File: config.mk
export PLATFORM = sky130hd
export DESIGN_NAME = fb_base_latch
export DESIGN_NICKNAME = d
export VERILOG_FILES = /design/src/rtl/fbl_pkg.sv /design/src/rtl/fbl_base_buf.sv /design/src/rtl/fbl_irq_ctrl.sv /design/src/rtl/fb_base_latch.sv
export SDC_FILE = /design/constraint.sdc
export NUM_CORES = 1
export LEC_CHECK = 0
export ABC_CLOCK_PERIOD_IN_PS = 950
export BUFFER_PORTS_ARGS = -buffer_cell sky130_fd_sc_hd__buf_2
export CORE_MARGIN = 2
export CORE_UTILIZATION = 45
export CTS_CLUSTER_DIAMETER = 30
export CTS_CLUSTER_SIZE = 40
export DETAILED_ROUTE_END_ITERATION = 6
export GPL_ROUTABILITY_DRIVEN = 1
export MAX_ROUTING_LAYER = met4
export PLACE_DENSITY_LB_ADDON = 0.08
export REMOVE_ABC_BUFFERS = 1
export SLEW_MARGIN = 20
export SYNTH_ARGS = -nofsm -noshare
export SYNTH_HDL_FRONTEND = slang
export SYNTH_HIERARCHICAL = 1
export SYNTH_SLANG_ARGS = --single-unit
File: constraint.sdc
create_clock -name clk -period 0.95 [get_ports clk]
set_input_delay 0 -clock clk [delete_from_list [all_inputs] [get_ports clk]]
set_output_delay 0 -clock clk [all_outputs]
set_load 0.03 [all_outputs]
File: src/rtl/fbl_pkg.sv
package fbl_pkg;
  localparam int SEL_W = 3;
  typedef enum logic [SEL_W-1:0] {
    OFS_HOLD   = 3'd0,
    OFS_ENABLE = 3'd1,
    OFS_RAW    = 3'd2,
    OFS_MASKED = 3'd3,
    OFS_CLEAR  = 3'd4
  } reg_ofs_e;
  localparam int UPD_BIT = 0;
endpackage

File: src/rtl/fbl_base_buf.sv
module fbl_base_buf #(
  parameter int AW    = 32,
  parameter int ALIGN = 2
) (
  input  logic          clk,
  input  logic          rst,
  input  logic          wr_en,
  input  logic [AW-1:0] wr_data,
  input  logic          commit,
  output logic [AW-1:0] pending,
  output logic [AW-1:0] active
);
  localparam logic [AW-1:0] KEEP = {{(AW-ALIGN){1'b1}}, {ALIGN{1'b0}}};

  always_ff @(posedge clk) begin
    if (rst) begin
      pending <= '0;
      active  <= '0;
    end else begin
      if (commit) active <= pending;
      if (wr_en)  pending <= wr_data & KEEP;
    end
  end
endmodule

File: src/rtl/fbl_irq_ctrl.sv
module fbl_irq_ctrl #(
  parameter int NSRC = 1
) (
  input  logic            clk,
  input  logic            rst,
  input  logic [NSRC-1:0] set_ev,
  input  logic            en_we,
  input  logic [NSRC-1:0] en_wdata,
  input  logic            clr_we,
  input  logic [NSRC-1:0] clr_mask,
  output logic [NSRC-1:0] raw,
  output logic [NSRC-1:0] en,
  output logic            irq
);
  logic [NSRC-1:0] raw_nx;
  logic [NSRC-1:0] en_nx;

  for (genvar i = 0; i < NSRC; i++) begin : g_src
    always_comb begin
      if (set_ev[i])                  raw_nx[i] = 1'b1;
      else if (clr_we && clr_mask[i]) raw_nx[i] = 1'b0;
      else                            raw_nx[i] = raw[i];
    end
  end

  assign en_nx = en_we ? en_wdata : en;

  always_ff @(posedge clk) begin
    if (rst) begin
      raw <= '0;
      en  <= '0;
      irq <= 1'b0;
    end else begin
      raw <= raw_nx;
      en  <= en_nx;
      irq <= |(raw_nx & en_nx);
    end
  end
endmodule

File: src/rtl/fb_base_latch.sv
module fb_base_latch #(
  parameter int AW   = 32,
  parameter int NSRC = 1
) (
  input  logic                    clk,
  input  logic                    rst,
  input  logic                    frame_start,
  input  logic [fbl_pkg::SEL_W-1:0] reg_sel,
  input  logic                    reg_we,
  input  logic [AW-1:0]           reg_wdata,
  output logic [AW-1:0]           reg_rdata,
  output logic [AW-1:0]           frame_base,
  output logic                    irq
);
  import fbl_pkg::*;

  logic [AW-1:0]   pend_q;
  logic [NSRC-1:0] raw_q;
  logic [NSRC-1:0] en_q;
  logic [NSRC-1:0] set_vec;
  logic            wr_hold, wr_en_reg, wr_clr;

  assign wr_hold   = reg_we && (reg_sel == OFS_HOLD);
  assign wr_en_reg = reg_we && (reg_sel == OFS_ENABLE);
  assign wr_clr    = reg_we && (reg_sel == OFS_CLEAR);

  always_comb begin
    set_vec          = '0;
    set_vec[UPD_BIT] = frame_start;
  end

  fbl_base_buf #(.AW(AW), .ALIGN(2)) u_base (
    .clk     (clk),
    .rst     (rst),
    .wr_en   (wr_hold),
    .wr_data (reg_wdata),
    .commit  (frame_start),
    .pending (pend_q),
    .active  (frame_base)
  );

  fbl_irq_ctrl #(.NSRC(NSRC)) u_irq (
    .clk      (clk),
    .rst      (rst),
    .set_ev   (set_vec),
    .en_we    (wr_en_reg),
    .en_wdata (reg_wdata[NSRC-1:0]),
    .clr_we   (wr_clr),
    .clr_mask (reg_wdata[NSRC-1:0]),
    .raw      (raw_q),
    .en       (en_q),
    .irq      (irq)
  );

  logic [AW-1:0] rd_mux;
  always_comb begin
    rd_mux = '0;
    case (reg_sel)
      OFS_HOLD:   rd_mux = pend_q;
      OFS_ENABLE: rd_mux[NSRC-1:0] = en_q;
      OFS_RAW:    rd_mux[NSRC-1:0] = raw_q;
      OFS_MASKED: rd_mux[NSRC-1:0] = raw_q & en_q;
      default:    rd_mux = '0;
    endcase
  end

  always_ff @(posedge clk) begin
    if (rst) reg_rdata <= '0;
    else     reg_rdata <= rd_mux;
  end
endmodule

* Yosys cells after proc, flatten, opt, wreduce, memory -nomap -nowiden *
Index checks and enable logic that the tools add are counted.

cells by class
  equality and inequality tests = 4
  bitwise gates (word level) = 3
  multiplexer cells = 4
  reductions and logical operators = 6

operator list
  kind                                            count
  == test 3 x 2 -> 1 bit (second input constant)  2
  logical AND 1 bit                               4
  == test 3 x 1 -> 1 bit (second input constant)  1
  == test 3 bit (second input constant)           1
  logical NOT 3 bit                               1
  two-way mux 1 bit                               3
  case mux 1 bit (3 select lines)                 1
  bitwise AND 1 bit                               2
  OR reduction 2 bit                              1
  inverter 1 bit                                  1

word-level totals
  output and inout port bits = 65
  input port bits = 39
  logic and storage cells = 24
  register bits after elaboration = 94

* Longest topological paths before layout *
Gate-level depths: netlist of the first run.

  word-level depth = 6
  gate-level depth with buffers = 6
  mapped depth without buffers = 4

* Hierarchy *
The synthesis of the first run kept the hierarchy.

by module, submodules not included
  module         cells an instance  times used  area an instance (um^2)
  fbl_base_buf   200                1           2237.1
  fb_base_latch  76                 1           945.9
  fbl_irq_ctrl   9                  1           105.1

* Worst setup path before layout of the first run *
Ideal clock, no wire load.

  kind = in2reg
  start = input port reg_sel[1] (netlist name)
  end = register u_base.pending[10]
  slack = 0.011 ns
  buffers on the path = 2
  arrival = 0.822 ns
  cell stages on the path = 6
  data required time = 0.833 ns
  cell sequence = nand2b_1 > nor3_1 > buf_6 > buf_12 > mux2i_1 > nor2_1

on the way
  word-level cells in the longest chain between the ends = 2

RTL lines
  element                 RTL line             text
  start: declaration      fb_base_latch.sv:8   input logic [fbl_pkg::SEL_W-1:0] reg_sel,
  logical NOT 3 bit       n/a
  logical AND 1 bit       fb_base_latch.sv:23  assign wr_hold = reg_we && (reg_sel == OFS_HOLD);
  net wr_hold             fb_base_latch.sv:21  logic wr_hold, wr_en_reg, wr_clr;
  end signal: assignment  fbl_base_buf.sv:21   if (wr_en) pending <= wr_data & KEEP;
  end: declaration        fbl_base_buf.sv:10   output logic [AW-1:0] pending,

The timed path passes the listed nets, and every way through them passes these cells.
A chain may end at the register's enable or synchronous reset.

* Worst setup path in the final report of the first run *
  start = register u_base.active[10]
  end = output port frame_base[10]

RTL lines
  element                   RTL line             text
  start: declaration        fbl_base_buf.sv:11   output logic [AW-1:0] active
  start signal: assignment  fbl_base_buf.sv:20   if (commit) active <= pending;
  end: declaration          fb_base_latch.sv:12  output logic [AW-1:0] frame_base,

No word-level cell between the ends.

==> impl_metrics.py, run 1 <==
metrics = {
    "run_status": {
        "status": "finished, final reports clean",
    },
    "logic_synthesis": {
        "ys_warn_count": 6,
        "synth-simple-area-share_pct": 15.2,
        "syn_inst": 285,
        "synthMuxAreaShare_pct": 18.6,
        "synth-seq-cells": 95,
        "ys_seq_area_share_pct": 57.8,
        "synth.distinct_cells": 20,
        "avgSynthCellArea_um2": 11.5,
        "syn_area_um2": 3290,
        "synth_top_family_by_area": "multiplexers",
        "synthXorXnorAreaFrac_pct": 0,
        "synth_compound_area_share_pct": 0.837,
        "synthAdderAreaFrac_pct": 0,
    },
    "layout": {
        "nets": 460,
        "drive_gt1_share_pct": 31.0,
        "antenna_cells": 0,
        "num-fill-cells": 632,
        "mostFrequentLayoutCells": "95 x dfxtp_1, 88 x buf_2, 62 x nor2_1",
        "utilization_pct": 60.8,
        "areaGrowthSynthToFinish_pct": 32.6,
        "final_common_cell": "dfxtp_1",
        "fin_cells": 525,
    },
    "clock_tree": {
        "root_buffer": "clkbuf_8",
        "clk-insertion-delay-late_ps": 360,
        "cts_made_buffers": 9,
        "cts_sinks": 95,
        "cts-htree-levels": 3,
        "ctsLongestPathBuffers": 2,
        "clkSlewWorstSetupHoldPaths_ps": 90,
        "cts_tree": "done",
    },
    "grt": {
        "grt_pass1_vias": 2106,
        "antenna_found_initial": 0,
        "grt_max_degree": 35,
        "grt_pass1_wl_um": 10200,
        "grt_util_all_layers_pct": 17.6,
        "grt_overflow": 0,
    },
    "drt": {
        "drt-total-wl_um": 6630,
        "ant_nets": 0,
        "drc_errors": 0,
        "routed_via_density": 4.43,
        "post_drt_wl_per_cell_um": 12.6,
        "drtIter0Drc": 53,
        "dr.pass1.iters": 4,
        "vias": 2324,
    },
    "placement": {
        "place_inst": 478,
        "place.gp.congestion": 0.729,
        "port_buffers": 100,
        "hpwlAfterDp_um": 4340,
        "post-place-ws_ps": -246,
    },
    "min_path": {
        "min_from": "reg_sel[1]",
        "hold_class": "in2reg",
        "hold_depth": 4,
        "worst_hold_path.endpoint": "reg_rdata[0]$_SDFF_PP0_",
    },
    "power": {
        "finalPower_mw": 7.06,
        "leakage_nw": 2.02,
        "irDropWorstVdd_mv": 0.932,
        "pwr_density_cell_nw_per_um2": 1620,
    },
    "worst_setup_path": {
        "critPathLaunch": "u_base/active[10]$_SDFFE_PP0P_",
        "reg2reg_slack_ps": 120,
        "critPathCaptureType": "primary output",
        "r2r-start": "u_irq/raw$_SDFF_PP0_",
        "worstPathBufferInverterCount": 1,
        "critPathKind": "reg2out",
        "worstReg2RegEnd": "u_irq/irq$_SDFF_PP0_",
        "crit_fanout": 2,
        "cp_slowest_cell": "dfxtp_1",
        "crit_family": "flip-flops",
        "cp-start-kind": "register",
        "cp.required_ps": 950,
        "crit_arrival_ps": 900,
        "crit_chain": "buf_2",
        "slowest_delay_ps": 350,
        "r2r.worst_path.cells": 2,
    },
    "die": {
        "dieArea_um2": 8010,
        "start_util_pct": 45.8,
        "die_x_um": 89.5,
        "ios": 104,
        "fp.coreArea_um2": 7180,
        "die_y_um": 89.5,
        "core.rowCount": 31,
    },
    "sta": {
        "maxSlewViolCount": 0,
        "hold_violations": 0,
        "fin_crit_ps": 902,
        "fmax_ghz": 1.11,
        "setup_tns_ps": 0,
        "period_share_pct": 94.9,
        "rsz0062_at_grt": "no",
        "setup_viol": 0,
        "finClkSkew_ps": 6.50,
        "fin_ws_ps": 48.2,
    },
    "flow_run": {
        "max_cap_viol_count": 0,
    },
}
-- routing by layer --
metal | share of wire (%) | vias up | track usage [%]
met4 | 1.6 | 0 | 8.14
met1 | 47 | 1061 | 21.8
met5 | 0 | - | -
met3 | 4.8 | 10 | 4.06
met2 | 47 | 68 | 27.3
li1 | - | 1185 | -
-- cells in the mapped netlist --
| master | number | area, µm² |
|---|---|---|
| a211oi_2 | 1 | 12.5 |
| a21bo_1 | 1 | 10.0 |
| a21oi_1 | 1 | 5.00 |
| and2_1 | 31 | 194 |
| buf_1 | 1 | 3.75 |
| buf_12 | 6 | 120 |
| buf_2 | 6 | 30.0 |
| buf_4 | 4 | 30.0 |
| buf_6 | 5 | 56.3 |
| conb_1 | 1 | 3.75 |
| dfxtp_1 | 95 | 1900 |
| inv_1 | 1 | 3.75 |
| mux2i_1 | 61 | 611 |
| nand2b_1 | 1 | 6.26 |
| nor2_1 | 62 | 233 |
| nor2b_1 | 2 | 12.5 |
| nor3_1 | 2 | 10.0 |
| nor3b_1 | 2 | 15.0 |
| nor4_4 | 1 | 21.3 |
| nor4b_1 | 1 | 8.76 |
-- registers in the layout, summed over array words and instances, names as in the netlist --
register / cells
reg_rdata: 32
u_base/active: 30
u_base/pending: 30
u_irq/en: 1
u_irq/irq: 1
u_irq/raw: 1
-- per-stage QoR --
stage          hold WS [ps]  cell area (µm²)
2_1_floorplan          64.6             3060
3_3_place_gp            232             3840
3_5_place_dp            241             3840
4_1_cts                67.7             4330
5_1_grt                 105             4360
6_report               79.4             4360
-- kinds of logic (layout without fill, tap and decap cells) --
family,Yosys count,in the layout
AND/OR/NAND/NOR,102,102
flip-flops,95,95
multiplexers,61,61
buffers and inverters,23,161
AO/OA/AOI/OAI,3,3
other,1,4
-- where the power goes --
part,internal (mW),switching [mW]
clock,0.996,1.46
combinational,0.282,0.261
sequential,4.03,0.0273
total,5.31,1.75
-- final cells by class --
type | count | area, µm² | area share (%)
inverters | 1 | 3.75 | 0.0861
clock buffers | 9 | 124 | 2.84
multi-input cells | 170 | 1160 | 26.6
repair buffers | 144 | 988 | 22.7
well taps | 99 | 124 | 2.84
flip-flops and latches | 95 | 1900 | 43.6
clock inverters | 7 | 60.1 | 1.38
-- how the worst max path moves through the flow --
stage | to | slack [ps] | depth (start not counted)
after floorplan | u_base/pending[10]$_SDFFE_PP0P_ | -2660 | 4
after global placement | u_base/pending[18]$_SDFFE_PP0P_ | -200 | 6
after detailed placement | u_base/pending[5]$_SDFFE_PP0P_ | -250 | 6
after CTS | frame_base[15] | 8 | 1
after global routing | frame_base[18] | 4 | 1
final | frame_base[10] | 50 | 1
-- what timing repair did --
item                                   CTS  global route
gates resized for setup                  0            20
hold buffers                            31             0
endpoints found under the hold margin   33             0
setup endpoints to repair                0            12
buffers inserted                         0             0
Power figures use the tool's default switching activity.
==> inputs of run 2 (changes only) <==
--- a/config.mk
+++ b/config.mk
@@ -5,7 +5,7 @@
 export SDC_FILE = /design/constraint.sdc
 export NUM_CORES = 1
 export LEC_CHECK = 0
-export ABC_CLOCK_PERIOD_IN_PS = 950
+export ABC_CLOCK_PERIOD_IN_PS = 800
 export BUFFER_PORTS_ARGS = -buffer_cell sky130_fd_sc_hd__buf_2
 export CORE_MARGIN = 2
 export CORE_UTILIZATION = 45
==> constraint.sdc (replaced) <==
create_clock -name clk -period 0.8 [get_ports clk]
set_input_delay 0 -clock clk [delete_from_list [all_inputs] [get_ports clk]]
set_output_delay 0 -clock clk [all_outputs]
set_load 0.03 [all_outputs]
==> run 2 against run 1 <==
Net effect:
- the flow now finishes with violations (negative setup slack)
- sequential share of layout area fell by 4.1 points
- power rose by 27%
- die area did not move
- via count rose by 3.9%
- flip-flop and latch count did not move
- count of clock-buffer cells in the layout rose by 2
- critical path type unchanged
- highest routed layer unchanged
==> impl_metrics.py, run 2 (synthesis gave the netlist of run 1 again) <==
metrics = {
    "worst_setup_path": {
        "cp.required_ps": 800,
        "cp_slowest_cell": "dfxtp_2",
        "critPathCaptureType": "primary output",
        "crit_arrival_ps": 840,
        "slowest_delay_ps": 360,
        "crit_family": "flip-flops",
        "critPathKind": "reg2out",
        "crit_chain": "buf_6",
        "crit_fanout": 2,
        "cp-start-kind": "register",
        "worstPathBufferInverterCount": 1,
    },
    "grt": {
        "grt_max_degree": 35,
        "met1_usage_pct": 24.3,
        "grt_pass1_vias": 2302,
        "grt_util_all_layers_pct": 19.3,
        "gr-max-usage-layer": "met2",
        "antenna_found_initial": 0,
        "grt_use_met2_pct": 30.4,
        "grtUsageMet3_pct": 3.51,
        "grt_overflow": 0,
        "grt_pass1_wl_um": 11200,
    },
    "placement": {
        "hpwlAfterDp_um": 4410,
        "place.gp.congestion": 0.738,
        "post-place-ws_ps": -390,
        "port_buffers": 100,
        "placed_cell_area_um2": 3870,
    },
    "clock_tree": {
        "cts_made_buffers": 9,
        "cts-htree-levels": 3,
        "clkSlewWorstSetupHoldPaths_ps": 90,
        "ctsLongestPathBuffers": 2,
        "clk-insertion-delay-late_ps": 350,
        "cts_sinks": 95,
        "root_buffer": "clkbuf_8",
        "cts_tree": "done",
    },
    "die": {
        "core.rowCount": 31,
        "die_y_um": 89.5,
        "ios": 104,
        "start_util_pct": 45.8,
        "die_x_um": 89.5,
        "dieArea_um2": 8010,
        "fp.coreArea_um2": 7180,
    },
    "power": {
        "pwr_density_cell_nw_per_um2": 1800,
        "leakage_nw": 2.19,
        "irDropWorstVdd_mv": 1.04,
    },
    "sta": {
        "hold_violations": 0,
        "finClkSkew_ps": 10.8,
        "fmax_ghz": 1.19,
        "period_share_pct": 105,
        "fin_ws_ps": -39.0,
        "fin_crit_ps": 839,
        "rsz0062_at_grt": "yes",
        "setup_viol": 47,
        "maxSlewViolCount": 0,
    },
    "drt": {
        "post_drt_wl_per_cell_um": 13.8,
        "routed_via_density": 4.50,
        "ant_nets": 0,
        "drc_errors": 0,
        "vias": 2414,
        "drtIter0Drc": 84,
        "drt-total-wl_um": 7390,
        "dr.pass1.iters": 4,
    },
    "run_status": {
        "status": "finished with violations",
        "violations": "negative setup slack",
    },
    "layout": {
        "largestRegisters": "reg_rdata (32), u_base/active (30), u_base/pending (30)",
        "nets": 471,
        "final_common_cell": "buf_6",
        "largest_reg_flops": 32,
        "num-fill-cells": 527,
        "utilization_pct": 69.8,
        "design_area_um2": 5010,
        "mostFrequentLayoutCells": "66 x buf_6, 64 x dfxtp_2, 62 x nor2_1",
        "top_register": "reg_rdata",
        "antenna_cells": 0,
        "areaGrowthSynthToFinish_pct": 52.4,
        "drive_gt1_share_pct": 49.2,
    },
    "flow_run": {
        "max_cap_viol_count": 0,
    },
    "min_path": {
        "hold_class": "in2reg",
    },
}
run 2: changes by cell type in the layout (fill, tap and decap cells not counted), moves of 2 or more:
cell and delta:
buf_6 +66, dfxtp_1 -64, inv_6 -3, dfxtp_2 +64, buf_2 -52, clkinvlp_4 -2, clkbuf_4 -4, mux2i_2 +7
bufinv_16 +2, mux2i_1 -7
run 2: cell type report:
cell class / count / area [µm²] / share of cell area [%]
clock buffers: 11 / 141 / 2.82
clock inverters: 5 / 81.3 / 1.62
multi-input cells: 170 / 1200 / 24.0
repair buffers: 155 / 1470 / 29.4
flip-flops and latches: 95 / 1980 / 39.6
inverters: 1 / 3.75 / 0.0749
well taps: 99 / 124 / 2.47
run 2: metal layers:
layer  share of wire (%)  wire (µm)
met1                  47       3440
met2                  49       3580
met3                 4.1        306
met4                0.77         57
met5                   0          0
run 2: worst paths after layout:
| path | startpoint | to | slack [ps] | cells after the start |
|---|---|---|---|---|
| hold reg to reg | u_base/pending[4]$_SDFFE_PP0P_ | reg_rdata[4]$_SDFF_PP0_ | 480 | 1 |
| setup reg to reg | u_irq/raw$_SDFF_PP0_ | u_irq/irq$_SDFF_PP0_ | -10 | 2 |
| hold / removal | reg_sel[1] | reg_rdata[0]$_SDFF_PP0_ | 90 | 4 |
| setup / recovery | u_base/active[25]$_SDFFE_PP0P_ | frame_base[25] | -40 | 1 |
run 2: repair_timing:
item / in CTS / in global routing
endpoints found under the hold margin: 33 / 0
gates cloned: 0 / 2
pin swaps: 1 / 4
hold buffers: 31 / 0
buffers inserted: 3 / 3
resized for setup: 191 / 13
setup endpoints to repair: 65 / 81
run 2: stage by stage:
stage	power (mW)	TNS (ps)	std cells	hold slack, ps
after CTS	9.09	-2150	531	56.0
after floorplan	5.14	-87330	266	64.6
final	9.00	-609	536	86.5
after detailed placement	5.48	-18110	481	242
after global placement	5.47	-17030	481	233
after global routing	9.37	-3360	536	109
run 2: where the power goes:
part / internal, mW / switching [mW] / leakage, nW
clock: 1.85 / 1.59 / 0.110
combinational: 0.400 / 0.332 / 1.28
sequential: 4.78 / 0.0385 / 0.799
==> inputs of run 3 (changes only) <==
--- a/config.mk
+++ b/config.mk
@@ -21,3 +21,4 @@
 export SYNTH_HDL_FRONTEND = slang
 export SYNTH_HIERARCHICAL = 1
 export SYNTH_SLANG_ARGS = --single-unit
+export TNS_END_PERCENT = 5
==> run 3 against run 2 <==
Net effect:
- fmax is 2.9% lower
- the run still ends with negative setup slack left
- power is essentially flat
- sequential share of layout area rose by 0.42 points
- critical endpoint is now u_base/pending[29]$_SDFFE_PP0P_
==> impl_metrics.py, run 3 (synthesis gave the netlist of run 1 again) <==
metrics = {
    "power": {
        "leakage_nw": 2.17,
        "power_frac_seq_pct": 53.6,
        "irDropWorstVdd_mv": 1.04,
        "switching_share_pct": 21.9,
        "p_int_mw": 7.03,
        "clkPwrFrac_pct": 38.3,
        "finalPower_mw": 8.99,
        "pwr_density_cell_nw_per_um2": 1810,
        "switchingPower_mw": 1.97,
        "p_comb_share_pct": 8.0,
    },
    "worst_setup_path": {
        "slowest_delay_ps": 320,
        "r2r.worst_path.cells": 2,
        "path_depth": 6,
        "critPathCaptureType": "register",
        "crit_fanout": 8,
        "crit_chain": "buf_6, nand2b_4, nor3_4, clkbuf_16, mux2i_2, nor2_1",
        "cp_slowest_cell": "nor3_4",
        "cp.required_ps": 1030,
        "worstPathBufferInverterCount": 2,
        "crit_family": "simple AND/OR/NAND/NOR gates",
        "crit_arrival_ps": 1100,
        "cp-start-kind": "input port",
        "critPathKind": "in2reg",
    },
    "sta": {
        "setup_tns_ps": -1370,
        "fin_crit_ps": 864,
        "fin_ws_ps": -64.4,
        "rsz0062_at_grt": "yes",
        "whs_ps": 80.8,
        "hold_violations": 0,
        "finClkSkew_ps": 11.1,
        "maxSlewViolCount": 0,
        "setup_viol": 78,
        "fmax_ghz": 1.16,
        "period_share_pct": 108,
    },
    "layout": {
        "drive_gt1_share_pct": 47.6,
        "multi_input_area_um2": 1190,
        "design_area_um2": 4960,
        "mostFrequentLayoutCells": "65 x buf_6, 64 x dfxtp_2, 62 x nor2_1",
        "nets": 467,
        "largestRegisters": "reg_rdata (32), u_base/active (30), u_base/pending (30)",
        "areaGrowthSynthToFinish_pct": 50.8,
        "antenna_cells": 0,
        "num-fill-cells": 532,
        "top_register": "reg_rdata",
        "largest_reg_flops": 32,
        "regArea_um2": 1980,
        "fin_cells": 532,
        "utilization_pct": 69.1,
        "final_common_cell": "buf_6",
    },
    "drt": {
        "routed_via_density": 4.49,
        "dr.pass1.iters": 4,
        "post_drt_wl_per_cell_um": 13.7,
        "ant_nets": 0,
        "drtIter0Drc": 69,
        "vias": 2388,
        "drc_errors": 0,
        "drt-total-wl_um": 7280,
    },
    "grt": {
        "grt_pass1_wl_um": 11200,
        "grt_util_all_layers_pct": 19.2,
        "grt_pass1_vias": 2304,
        "grt_max_degree": 35,
        "grt_overflow": 0,
        "antenna_found_initial": 0,
    },
    "placement": {
        "place_inst": 481,
        "place.gp.congestion": 0.738,
        "hpwlAfterDp_um": 4410,
        "post-place-ws_ps": -390,
        "placed_cell_area_um2": 3870,
        "port_buffers": 100,
    },
    "clock_tree": {
        "clkSlewWorstSetupHoldPaths_ps": 90,
        "ctsLongestPathBuffers": 2,
        "root_buffer": "clkbuf_8",
        "clk-insertion-delay-late_ps": 360,
        "cts_made_buffers": 9,
        "cts_tree": "done",
        "cts-htree-levels": 3,
        "cts_sinks": 95,
    },
    "die": {
        "die_x_um": 89.5,
        "core.rowCount": 31,
        "start_util_pct": 45.8,
        "die_y_um": 89.5,
        "fp.coreArea_um2": 7180,
        "dieArea_um2": 8010,
        "ios": 104,
    },
    "min_path": {
        "hold_depth": 4,
        "hold_class": "in2reg",
    },
    "run_status": {
        "status": "finished with violations",
        "violations": "negative setup slack",
    },
    "flow_run": {
        "max_cap_viol_count": 0,
    },
}
[run 3: worst paths after layout]
path                                         from                              end  slack (ps)
setup reg to reg             u_irq/raw$_SDFF_PP0_             u_irq/irq$_SDFF_PP0_         -10
hold reg to reg   u_base/pending[25]$_SDFFE_PP0P_         reg_rdata[25]$_SDFF_PP0_         480
hold / removal                         reg_sel[1]          reg_rdata[0]$_SDFF_PP0_          80
setup / recovery                       reg_sel[1]  u_base/pending[29]$_SDFFE_PP0P_         -60
[run 3: worst min-delay path: stages]
cell and delay [ps]:
buf_6 70, buf_4 120, nor2b_1 150, nor4b_2 60
[run 3: final cells by class]
| class | instances | share of cell area (%) |
|---|---|---|
| Timing Repair Buffer | 151 | 29.0 |
| Inverter | 1 | 0.0757 |
| Clock buffer | 11 | 2.85 |
| Sequential cell | 95 | 40.0 |
| Multi-Input combinational cell | 170 | 23.9 |
| Clock inverter | 5 | 1.64 |
| Tap cell | 99 | 2.50 |
[run 3: repair_timing]
item | CTS | global route
hold buffers | 31 | 0
pin swaps | 1 | 5
buffers inserted | 1 | 1
resized for setup | 190 | 9
cloned | 0 | 2
hold endpoints to repair | 33 | 0
setup endpoints to repair | 65 | 95
[run 3: power by group through the flow]
stage | clock network [mW] | logic, mW | registers (mW)
after floorplan | 0 | 0.177 | 4.96
after global placement | 0 | 0.545 | 4.93
after detailed placement | 0 | 0.550 | 4.93
after CTS | 3.56 | 0.695 | 4.82
after global routing | 3.74 | 0.780 | 4.83
final | 3.45 | 0.722 | 4.82
[run 3: routing by layer]
| layer | global-route usage (%) | up-vias | routed length [µm] | share of wire (%) |
|---|---|---|---|---|
| li1 | - | 1196 | - | - |
| met1 | 24.3 | 1121 | 3370 | 46 |
| met2 | 30.2 | 60 | 3480 | 48 |
| met3 | 3.51 | 11 | 304 | 4.2 |
| met4 | 8.28 | 0 | 127 | 1.7 |
| met5 | - | - | 0 | 0 |
